### src/rtl/dte_pkg.sv
package dte_pkg;

    typedef enum logic [2:0] {
        S_IDLE,
        S_VEC,
        S_FETCH,
        S_READ,
        S_WRITE,
        S_STORE,
        S_FINISH
    } dte_state_e;

    // item size codes carried on mem_size
    localparam logic [1:0] SZ_BYTE = 2'd0;
    localparam logic [1:0] SZ_WORD = 2'd1;
    localparam logic [1:0] SZ_LONG = 2'd2;

    // address control code that means "step after transfer"
    localparam logic [1:0] AC_STEP = 2'b10;

    // bit positions inside descriptor word 0
    localparam int MA_LSB   = 24;   // mode A byte
    localparam int MB_LSB   = 16;   // mode B byte
    localparam int SZ_LSB   = MA_LSB + 4;
    localparam int SCTL_LSB = MA_LSB + 2;
    localparam int DCTL_LSB = MB_LSB + 2;
    localparam int ISEL_BIT = MB_LSB + 5;

    function automatic logic [1:0] eff_size(input logic [1:0] code);
        return (code == 2'b11) ? SZ_LONG : code;
    endfunction

    function automatic logic [31:0] size_mask(input logic [31:0] d, input logic [1:0] sz);
        logic [31:0] r;
        unique case (sz)
            SZ_BYTE: r = {24'h0, d[7:0]};
            SZ_WORD: r = {16'h0, d[15:0]};
            default: r = d;
        endcase
        return r;
    endfunction

endpackage

### src/rtl/dte_arbiter.sv
module dte_arbiter #(
    parameter int NSRC = 4,
    localparam int IW = (NSRC > 1) ? $clog2(NSRC) : 1
) (
    input  logic [NSRC-1:0] cand,
    output logic            valid,
    output logic [IW-1:0]   idx
);
    // lowest index wins: scan downward so the last hit is the smallest
    always_comb begin
        idx = '0;
        for (int i = NSRC - 1; i >= 0; i--) begin
            if (cand[i]) idx = IW'(i);
        end
    end

    assign valid = |cand;

endmodule

### src/rtl/dte_addr_unit.sv
module dte_addr_unit
    import dte_pkg::*;
#(
    parameter int AW = 32
) (
    input  logic [AW-1:0] cur,
    input  logic [1:0]    size_code,
    input  logic [1:0]    ctrl,
    output logic [AW-1:0] nxt
);
    logic [2:0] step;

    always_comb begin
        unique case (eff_size(size_code))
            SZ_BYTE: step = 3'd1;
            SZ_WORD: step = 3'd2;
            default: step = 3'd4;
        endcase
    end

    assign nxt = (ctrl == AC_STEP) ? cur + AW'(step) : cur;

endmodule

### src/rtl/dte_sequencer.sv
module dte_sequencer
    import dte_pkg::*;
(
    input  logic       clk,
    input  logic       rst_n,
    input  logic       grant_valid,
    input  logic       mem_ack,
    output dte_state_e state_o,
    output logic [1:0] beat_o,
    output logic       mem_req,
    output logic       mem_we,
    output logic       long_acc
);
    dte_state_e state_q, state_d;
    logic [1:0] beat_q, beat_d;

    // state register
    always_ff @(posedge clk or negedge rst_n) begin
        if (!rst_n) begin
            state_q <= S_IDLE;
            beat_q  <= 2'd0;
        end else begin
            state_q <= state_d;
            beat_q  <= beat_d;
        end
    end

    // transitions
    always_comb begin
        state_d = state_q;
        beat_d  = beat_q;
        unique case (state_q)
            S_IDLE: begin
                if (grant_valid) state_d = S_VEC;
            end
            S_VEC: begin
                if (mem_ack) begin
                    state_d = S_FETCH;
                    beat_d  = 2'd0;
                end
            end
            S_FETCH: begin
                if (mem_ack) begin
                    if (beat_q == 2'd3) state_d = S_READ;
                    else                beat_d  = beat_q + 2'd1;
                end
            end
            S_READ: begin
                if (mem_ack) state_d = S_WRITE;
            end
            S_WRITE: begin
                if (mem_ack) begin
                    state_d = S_STORE;
                    beat_d  = 2'd1;   // word 0 is not written back
                end
            end
            S_STORE: begin
                if (mem_ack) begin
                    if (beat_q == 2'd3) state_d = S_FINISH;
                    else                beat_d  = beat_q + 2'd1;
                end
            end
            S_FINISH: state_d = S_IDLE;
            default:  state_d = S_IDLE;
        endcase
    end

    // outputs
    always_comb begin
        mem_req  = 1'b0;
        mem_we   = 1'b0;
        long_acc = 1'b1;
        unique case (state_q)
            S_VEC, S_FETCH: mem_req = 1'b1;
            S_READ: begin
                mem_req  = 1'b1;
                long_acc = 1'b0;
            end
            S_WRITE: begin
                mem_req  = 1'b1;
                mem_we   = 1'b1;
                long_acc = 1'b0;
            end
            S_STORE: begin
                mem_req = 1'b1;
                mem_we  = 1'b1;
            end
            default: ;
        endcase
    end

    assign state_o = state_q;
    assign beat_o  = beat_q;

endmodule

### src/rtl/dte_engine.sv
module dte_engine
    import dte_pkg::*;
#(
    parameter int          NSRC      = 4,
    parameter logic [31:0] VEC_FIRST = 32'h0000_0764,
    parameter int          VEC_STEP  = 4,
    parameter int          CNT_W     = 16,
    localparam int         IW        = (NSRC > 1) ? $clog2(NSRC) : 1
) (
    input  logic            clk,
    input  logic            rst_n,
    input  logic [NSRC-1:0] src_req,
    input  logic [NSRC-1:0] src_en,
    input  logic [31:0]     vec_base,
    output logic            mem_req,
    output logic            mem_we,
    output logic [1:0]      mem_size,
    output logic [31:0]     mem_addr,
    output logic [31:0]     mem_wdata,
    input  logic [31:0]     mem_rdata,
    input  logic            mem_ack,
    output logic [NSRC-1:0] src_clr,
    output logic [NSRC-1:0] cpu_irq
);
    dte_state_e       state;
    logic [1:0]       beat;
    logic             long_acc;
    logic             grant_valid;
    logic [IW-1:0]    grant_idx;
    logic [NSRC-1:0]  handed_q;
    logic [NSRC-1:0]  cand;

    // per-activation working copy of the descriptor
    logic [IW-1:0]    sel_q;
    logic [31:0]      dptr_q;
    logic [31:0]      word0_q;
    logic [31:0]      sar_q;
    logic [31:0]      dar_q;
    logic [CNT_W-1:0] cnt_a_q;
    logic [CNT_W-1:0] cnt_b_q;
    logic [31:0]      item_q;
    logic             last_q;

    logic [1:0]       xsize;
    logic [31:0]      sar_nx;
    logic [31:0]      dar_nx;
    logic [31:0]      vec_addr;
    logic [31:0]      dsc_addr;
    logic             hand_over;

    assign cand = src_req & src_en & ~handed_q;

    dte_arbiter #(.NSRC(NSRC)) u_arb (
        .cand  (cand),
        .valid (grant_valid),
        .idx   (grant_idx)
    );

    dte_sequencer u_seq (
        .clk         (clk),
        .rst_n       (rst_n),
        .grant_valid (grant_valid),
        .mem_ack     (mem_ack),
        .state_o     (state),
        .beat_o      (beat),
        .mem_req     (mem_req),
        .mem_we      (mem_we),
        .long_acc    (long_acc)
    );

    assign xsize = eff_size(word0_q[SZ_LSB +: 2]);

    dte_addr_unit u_src_step (
        .cur       (sar_q),
        .size_code (xsize),
        .ctrl      (word0_q[SCTL_LSB +: 2]),
        .nxt       (sar_nx)
    );

    dte_addr_unit u_dst_step (
        .cur       (dar_q),
        .size_code (xsize),
        .ctrl      (word0_q[DCTL_LSB +: 2]),
        .nxt       (dar_nx)
    );

    // slot and descriptor addresses, both longword aligned
    assign vec_addr = (vec_base + VEC_FIRST + 32'(sel_q) * 32'(VEC_STEP)) & ~32'h3;
    assign dsc_addr = dptr_q + {28'h0, beat, 2'b00};

    always_comb begin
        unique case (state)
            S_VEC:            mem_addr = vec_addr;
            S_FETCH, S_STORE: mem_addr = dsc_addr;
            S_READ:           mem_addr = sar_q;
            S_WRITE:          mem_addr = dar_q;
            default:          mem_addr = '0;
        endcase
    end

    assign mem_size = long_acc ? SZ_LONG : xsize;

    always_comb begin
        mem_wdata = '0;
        if (state == S_WRITE) begin
            mem_wdata = item_q;
        end else if (state == S_STORE) begin
            unique case (beat)
                2'd1:    mem_wdata = sar_q;
                2'd2:    mem_wdata = dar_q;
                default: mem_wdata = {cnt_a_q, cnt_b_q};
            endcase
        end
    end

    // datapath captures
    always_ff @(posedge clk or negedge rst_n) begin
        if (!rst_n) begin
            sel_q   <= '0;
            dptr_q  <= '0;
            word0_q <= '0;
            sar_q   <= '0;
            dar_q   <= '0;
            cnt_a_q <= '0;
            cnt_b_q <= '0;
            item_q  <= '0;
            last_q  <= 1'b0;
        end else begin
            if (state == S_IDLE && grant_valid) sel_q <= grant_idx;
            if (mem_ack) begin
                unique case (state)
                    S_VEC: dptr_q <= mem_rdata & ~32'h3;
                    S_FETCH: begin
                        unique case (beat)
                            2'd0: word0_q <= mem_rdata;
                            2'd1: sar_q   <= mem_rdata;
                            2'd2: dar_q   <= mem_rdata;
                            default: begin
                                cnt_a_q <= mem_rdata[31:16];
                                cnt_b_q <= mem_rdata[15:0];
                            end
                        endcase
                    end
                    S_READ: item_q <= size_mask(mem_rdata, xsize);
                    S_WRITE: begin
                        sar_q   <= sar_nx;
                        dar_q   <= dar_nx;
                        last_q  <= (cnt_a_q == CNT_W'(1));
                        cnt_a_q <= cnt_a_q - CNT_W'(1);   // 0 wraps: 65,536 runs
                    end
                    default: ;
                endcase
            end
        end
    end

    assign hand_over = word0_q[ISEL_BIT] | last_q;

    // per-source hand-over flags and clear pulses
    for (genvar g = 0; g < NSRC; g++) begin : g_src
        logic fin_here;
        assign fin_here = (state == S_FINISH) && (sel_q == IW'(g));

        always_ff @(posedge clk or negedge rst_n) begin
            if (!rst_n)                      handed_q[g] <= 1'b0;
            else if (fin_here && hand_over)  handed_q[g] <= 1'b1;
            else if (!src_req[g])            handed_q[g] <= 1'b0;
        end

        assign src_clr[g] = fin_here && !hand_over;
    end

    assign cpu_irq = handed_q;

endmodule

### config.mk
export PLATFORM = sky130hd
export DESIGN_NAME = dte_engine
export DESIGN_NICKNAME = d
export VERILOG_FILES = /design/src/rtl/dte_pkg.sv /design/src/rtl/dte_arbiter.sv /design/src/rtl/dte_addr_unit.sv /design/src/rtl/dte_sequencer.sv /design/src/rtl/dte_engine.sv
export SDC_FILE = /design/constraint.sdc
export NUM_CORES = 1
export LEC_CHECK = 0
export BUFFER_PORTS_ARGS = -buffer_cell sky130_fd_sc_hd__buf_2
export CORE_MARGIN = 3
export CORE_UTILIZATION = 45
export DETAILED_ROUTE_END_ITERATION = 7
export PLACE_DENSITY = 0.68
export SYNTH_ARGS = -nofsm -noshare
export SYNTH_HDL_FRONTEND = slang
export SYNTH_SLANG_ARGS = --single-unit
### constraint.sdc
create_clock -name clk -period 4.33 [get_ports clk]
set_input_delay 0.2165 -clock clk [delete_from_list [all_inputs] [get_ports clk]]
set_output_delay 0.2165 -clock clk [all_outputs]
set_load 0.01 [all_outputs]
==> impl_metrics.py, run 1 <==
metrics = {
    "outcome": {
        "status": "completed",
    },
    "worst_setup_path": {
        "arrival_ns": 3.46,
        "crit_chain": "ha_1 -> ha_1 -> fa_1 -> a211oi_1 -> nor4_2 -> buf_4 -> o2111ai_1 -> xor2_1 -> o221ai_1 -> buf_2",
        "cpMostUsedCell": "ha_1",
        "critPathSlowestCell": "dfrtp_1",
        "reg2regPathDepth": 10,
        "path_class": "reg -> out",
        "crit_required_ns": 4.11,
        "startpoint_type": "flip-flop",
        "crit_fanout": 10,
        "slowest_delay_ns": 0.56,
        "cp-end-kind": "output pin",
    },
    "synthesis": {
        "synth_top_flop_cell": "dfrtp_1",
        "synth.cell_area_um2": 12600,
        "synth_area_leader_cell": "dfrtp_1",
        "ys.warnings.count": 0,
        "synth_edf_count": 0,
        "synthCells": 1494,
        "synth_top_cell_area_share": 0.351,
        "async_reset_ff_frac": 1.00,
        "synth_common_cells": "177 x dfrtp_1, 144 x a21oi_1, 143 x nor2_1, 135 x nand2_1, 78 x clkbuf_1",
        "netlist_top_cells_area": "dfrtp_1 35%, a21oi_1 5.7%, nor2_1 4.3%",
        "yosysMostFrequentCell": "dfrtp_1",
        "syn_area_per_cell_um2": 8.45,
        "synth.distinct_cells": 87,
        "yosysSeqAreaShare": 0.351,
        "synth.net_count": 1599,
        "ys_ff_latch": 177,
    },
    "final_layout": {
        "instances_no_fill": 1961,
        "antenna_cells": 0,
        "drive_above_1_share": 0.175,
        "area_delta_synth_final_pct": 12.7,
        "multi_input_area_um2": 7610,
        "seqCellArea_um2": 4430,
        "fin_nets": 1682,
        "n_fill_cell": 2608,
    },
    "power": {
        "p_int_w": 0.00539,
        "power_leakage_nw": 6.06,
        "p_per_area_nw_per_um2": 712,
        "clkPwrFrac": 0.162,
        "sw_frac_of_total": 0.468,
        "power.switching_w": 0.00474,
        "ir_drop_mv": 0.321,
        "pwr-share-seq": 0.343,
        "p_comb_frac": 0.496,
    },
    "cts": {
        "cts.sink_count": 177,
        "worst_skew_pair.late_latency_ns": 0.44,
        "cts_tree": "yes",
        "cts_made_buffers": 17,
        "clk_path_buf_depth": 2,
        "ctsRootBufferMaster": "clkbuf_16",
        "clk_pin_slew_ns": 0.07,
        "cts_max_level": 4,
    },
    "placement": {
        "dp_cells": 1928,
        "pre_cts_ws_ns": 1.11,
        "dpl.hpwl_mm": 30.8,
        "port_buffers": 148,
        "gp_congestion": 0.977,
    },
    "floorplanning": {
        "die_h_um": 174,
        "core_area_um2": 27300,
        "rows": 60,
        "start_util": 0.463,
        "die_area_um2": 30100,
        "die_w_um": 174,
        "io_pins": 151,
    },
    "sta": {
        "setup_ws_ns": 0.653,
        "fin_worst_skew_ns": 0.0111,
        "finalHoldViolCount": 0,
        "timing.fmax_mhz": 272,
        "slew_headroom": 0.282,
        "finalSetupViolations": 0,
        "maxSlewViolCount": 0,
        "worst_slew_pin_slew_ns": 1.08,
        "rsz0062_at_grt": "no",
        "fin_crit_sh": 0.849,
        "period_minus_slack_ns": 3.68,
        "tns_ns": 0,
    },
    "drt": {
        "dr.pass1.iters": 6,
        "num_vias": 12500,
        "drtAntennaViolNets": 0,
        "vias_per_cell": 6.35,
        "drc": 0,
        "first_iter_violations": 1606,
        "route.detailed.wl_per_inst_um": 21.4,
        "wl_mm": 42.0,
    },
    "global_routing": {
        "grt_first_pass_wirelength_mm": 66.5,
        "grt_overflow": 0,
        "antenna_found_initial": 0,
        "track_usage": 0.274,
        "first_global_vias": 11600,
        "grt_max_degree": 68,
    },
    "run": {
        "drv_cap": 0,
    },
    "min_path": {
        "holdPathStages": 2,
        "min-delay-path-class": "in -> reg",
    },
}
## cells by family (layout without fill, tap and decap cells)
family / Yosys count / count (layout) / synth area share
buf+inv: 153 / 248 / 0.0489
mux: 99 / 99 / 0.0841
fa+ha+maj: 30 / 30 / 0.0321
compound gates: 475 / 475 / 0.251
xor+xnor: 51 / 51 / 0.0354
flops: 177 / 177 / 0.351
simple gates: 509 / 509 / 0.198
## what timing repair did
item / in CTS / in global routing
hold buffers: 2 / 0
buffers inserted: 0 / 0
resized for setup: 0 / 0
endpoints found under the hold margin: 59 / 0
setup endpoints to repair: 0 / 0
## cell usage in the layout, fill, tap and decap left out, types with 19 or more instances in the layout
cell	n
dfrtp_1	176
buf_2	147
a21oi_1	142
nor2_1	142
nand2_1	134
o21ai_0	64
a22oi_1	55
nand3_1	52
mux2i_1	42
inv_1	41
nor3_1	39
mux2_2	37
xnor2_1	35
and3_1	26
buf_4	26
ha_1	25
o22ai_1	22
mux2_1	20
nand4_1	19
o221ai_1	19
## critical path, delay by kind of cell, from the launching register on
kind | cells | cell delay, ns
buffers and inverters | 2 | 0.36
AOI/OAI and AO/OA | 3 | 0.78
and+or+nand+nor | 1 | 0.10
adders and majority gates | 3 | 0.96
DFF | 1 | 0.56
xor gates and xnor gates | 1 | 0.27
## metrics by stage
step	hold slack, ns	total power, W	area (um^2)	utilization
final	0.0159	0.0101	14200	0.522
after global routing	0.0175	0.0109	14200	0.522
after CTS	0.00410	0.0101	14200	0.522
after detailed placement	0.246	0.00840	13600	0.499
after global placement	0.242	0.00828	13600	0.499
after floorplan	-0.0791	0.00668	12600	-
## registers in the layout, summed over array words and instances (netlist names)
register,cells
cnt_a_q,16
cnt_b_q,16
cpu_irq,4
dar_q,32
dptr_q,30
item_q,32
last_q,1
sar_q,32
sel_q,2
u_seq.beat_o,2
u_seq.state_o,3
word0_q,7
## layer usage
layer / vias to the layer above / GRT usage / share of wire
met5: - / 0 / 0
met4: 0 / 0.0740 / 0.020
met3: 61 / 0.0515 / 0.095
met2: 682 / 0.412 / 0.43
met1: 5980 / 0.404 / 0.45
li1: 5727 / - / -
## path summary, 6_finish.rpt
kind	from	to	slack [ns]
worst min register to register	item_q[18]	item_q[18]	0.48
worst max-delay path	sel_q[1]	mem_addr[31]	0.65
worst min-delay path	src_req[2]	cpu_irq[2]	0.02
worst max register to register	word0_q[29]	dar_q[30]	0.96
min in group asynchronous	rst_n	dar_q[29]	0.32
max in group asynchronous	rst_n	dar_q[6]	2.92
## layout make-up
cell class                 count  share of cell area
clock buffer                  20              0.0321
clock inverter                11              0.0107
inverter                      41              0.0108
multi-input combinational   1164               0.535
sequential                   177               0.311
tap                          372              0.0327
timing repair buffer         176              0.0676
## power by group through the flow
stage / Clock, W / Sequential, W / Combinational [W]
detailed placement: 0 / 0.00345 / 0.00495
global placement: 0 / 0.00341 / 0.00487
floorplan: 0 / 0.00299 / 0.00369
CTS: 0.00166 / 0.00342 / 0.00499
finish: 0.00164 / 0.00347 / 0.00502
global route: 0.00172 / 0.00359 / 0.00555
Note: power is estimated with default switching activity, not from simulation.
==> inputs of run 2 (changes only) <==
Settings changed: ABC_AREA from default to 1.
Clock period 4.33 ns to 3.5 ns, I/O delays scaled along.
==> run 2 against run 1 <==
  * Routed wire length is 38% higher
  * Clock-buffer cell count is 2 lower
  * Clock skew is 0.0068 ns higher
  * Design area is 9.1% higher
  * Clock power is 25% higher
  * Setup slack worse by 0.42 ns
  * Synthesized cell count is 46% higher
  * Sequential share of layout area is 2.6 points lower
  * Worst hold slack worse by 0.0097 ns
  * Critical path depth is 3 higher
  * Largest cell class unchanged
==> impl_metrics.py, run 2 <==
metrics = {
    "outcome": {
        "status": "completed",
    },
    "cts": {
        "clk_path_buf_depth": 2,
        "cts_tree": "yes",
        "cts_max_level": 4,
        "cts_made_buffers": 17,
        "worst_skew_pair.late_latency_ns": 0.47,
        "cts.sink_count": 177,
        "ctsRootBufferMaster": "clkbuf_16",
        "clk_pin_slew_ns": 0.08,
    },
    "final_layout": {
        "area_delta_synth_final_pct": 13.8,
        "fin_nets": 2420,
        "mostFrequentLayoutCell": "nand2_1",
        "seqCellArea_um2": 4430,
        "drive_above_1_share": 0.104,
        "multi_input_area_um2": 7730,
        "final_cell_mix": "641 x nand2_1, 291 x inv_1, 283 x nor2_1",
        "reg_top3": "dar_q: 32 flops, item_q: 32 flops, sar_q: 32 flops",
        "n_fill_cell": 3133,
        "antenna_cells": 0,
    },
    "sta": {
        "fin_crit_sh": 0.934,
        "finalSetupViolations": 0,
        "timing.fmax_mhz": 306,
        "slew_headroom": 0.347,
        "fin_worst_skew_ns": 0.0179,
        "setup_ws_ns": 0.230,
        "period_minus_slack_ns": 3.27,
        "worst_slew_pin_slew_ns": 0.976,
        "finalHoldViolCount": 0,
        "maxSlewViolCount": 0,
        "tns_ns": 0,
        "rsz0062_at_grt": "no",
    },
    "worst_setup_path": {
        "crit_required_ns": 3.32,
        "arrival_ns": 3.10,
        "path_class": "reg -> out",
        "reg2reg_slack_ns": 0.77,
        "crit_chain": "inv_1 -> ha_1 -> inv_1 -> ha_1 -> fa_1 -> nand3_1 -> nand2_1 -> nand2_1 -> o21ai_0 -> nand2_1 -> nand2_1 -> o21ai_0 -> buf_2",
        "timing.rr.start": "u_seq.beat_o[1]",
        "crit_start": "sel_q[0]",
        "slowest_delay_ns": 0.44,
        "cp-end-kind": "output pin",
        "startpoint_type": "flip-flop",
        "critPathSlowestCell": "fa_1",
        "crit_fanout": 6,
        "cpMostUsedCell": "nand2_1",
    },
    "drt": {
        "drtAntennaViolNets": 0,
        "vias_per_cell": 5.71,
        "route.detailed.wl_per_inst_um": 21.3,
        "first_iter_violations": 1766,
        "drc": 0,
        "wl_mm": 57.9,
        "dr.pass1.iters": 6,
        "num_vias": 15500,
    },
    "synthesis": {
        "synthCells": 2185,
        "synth_top_flop_cell": "dfrtp_1",
        "yosysMostFrequentCell": "nand2_1",
        "synth_area_leader_cell": "dfrtp_1",
        "synth.cell_area_um2": 13700,
        "synth_top_cell_area_share": 0.324,
        "synth.net_count": 2290,
        "netlist_top_cells_area": "dfrtp_1 32%, nand2_1 18%, inv_1 8.0%",
        "synth_common_cells": "642 x nand2_1, 291 x inv_1, 284 x nor2_1, 188 x nand3_1, 182 x o21ai_0",
        "synth_edf_count": 0,
        "synth.distinct_cells": 43,
        "async_reset_ff_frac": 1.00,
        "yosysSeqAreaShare": 0.324,
        "ys.warnings.count": 0,
        "syn_area_per_cell_um2": 6.25,
        "ys_ff_latch": 177,
    },
    "power": {
        "power.switching_w": 0.00691,
        "sw_frac_of_total": 0.531,
        "p_per_area_nw_per_um2": 838,
        "clkPwrFrac": 0.158,
        "pwr-share-seq": 0.316,
        "p_comb_frac": 0.526,
        "total_power_w": 0.0130,
        "p_int_w": 0.00611,
        "power_leakage_nw": 7.69,
        "ir_drop_mv": 0.469,
    },
    "floorplanning": {
        "rows": 63,
        "start_util": 0.458,
        "io_pins": 151,
        "die_h_um": 180,
        "core_area_um2": 29800,
        "die_area_um2": 32500,
        "die_w_um": 180,
    },
    "placement": {
        "dpl.hpwl_mm": 44.5,
        "pre_cts_ws_ns": 0.694,
        "port_buffers": 148,
        "gp_congestion": 0.970,
    },
    "global_routing": {
        "grt_first_pass_wirelength_mm": 87.5,
        "grt_overflow": 0,
        "grt_max_degree": 113,
        "first_global_vias": 14400,
        "track_usage": 0.351,
        "antenna_found_initial": 0,
    },
    "min_path": {
        "min-delay-path-class": "in -> reg",
        "hold_path_startpoint": "mem_rdata[26]",
    },
    "run": {
        "drv_cap": 0,
    },
}
## run 2: timing repair
action                                  in CTS  in global routing
endpoints found under the hold margin       86                  0
gates resized for setup                      0                  1
endpoints found under the setup margin       0                  1
hold buffers                                16                  0
buffers inserted                             0                  0
## run 2: routing by layer
layer	vias up	part of all wire	global-route usage
li1	7346	-	-
met1	7295	0.41	0.472
met2	758	0.45	0.564
met3	117	0.084	0.0555
met4	0	0.050	0.152
met5	-	0	0
## run 2: cells by family (layout without fill, tap and decap cells)
| group | after synthesis | after routing | share of synthesized area |
|---|---|---|---|
| AO/OA/AOI/OAI | 379 | 379 | 0.157 |
| XOR/XNOR | 12 | 12 | 0.00770 |
| adder cells (fa/ha/maj) | 30 | 30 | 0.0297 |
| buffers and inverters | 379 | 522 | 0.111 |
| flip-flops | 177 | 177 | 0.324 |
| multiplexers | 7 | 7 | 0.00532 |
| AND/OR/NAND/NOR | 1201 | 1201 | 0.365 |
## run 2: power by group through the flow
stage	combinational, W	clock [W]	sequential, W
after detailed placement	0.00669	0	0.00409
after global placement	0.00662	0	0.00407
after CTS	0.00673	0.00206	0.00406
after floorplan	0.00448	0	0.00362
after global routing	0.00759	0.00214	0.00421
final	0.00685	0.00205	0.00411
## run 2: final timing paths
kind	endpoint	cells past startpoint
worst max-delay path	mem_addr[13]	13
min in group asynchronous	cnt_a_q[2]	2
max in group asynchronous	dptr_q[10]	3
worst min register to register	word0_q[18]	2
worst min-delay path	item_q[26]	3
worst max register to register	sar_q[3]	9
## run 2: worst max-delay path, delay by kind of cell (launching register included)
family / cells / cell delay [ns]
buffers and inverters: 3 / 0.42
DFF: 1 / 0.43
and+or+nand+nor: 5 / 0.51
AOI/OAI and AO/OA: 2 / 0.47
adders and majority gates: 3 / 0.82
## run 2: layout make-up
cell class / instances / area share
Multi-Input combinational cell: 1629 / 0.498
Sequential cell: 177 / 0.285
Timing Repair Buffer: 192 / 0.0752
Inverter: 298 / 0.0722
Tap cell: 390 / 0.0314
Clock buffer: 18 / 0.0283
Clock inverter: 14 / 0.0103
## run 2: per-stage QoR
| stage | hold WS, ns | instance area (um^2) | util | cells |
|---|---|---|---|---|
| CTS | 0.0000268 | 15500 | 0.521 | 2718 |
| detailed placement | 0.264 | 14800 | 0.496 | 2670 |
| floorplan | -0.121 | 13700 | - | 2185 |
| global route | 0.00969 | 15500 | 0.521 | 2718 |
| global placement | 0.264 | 14800 | 0.496 | 2670 |
| finish | 0.00619 | 15500 | 0.521 | 2718 |
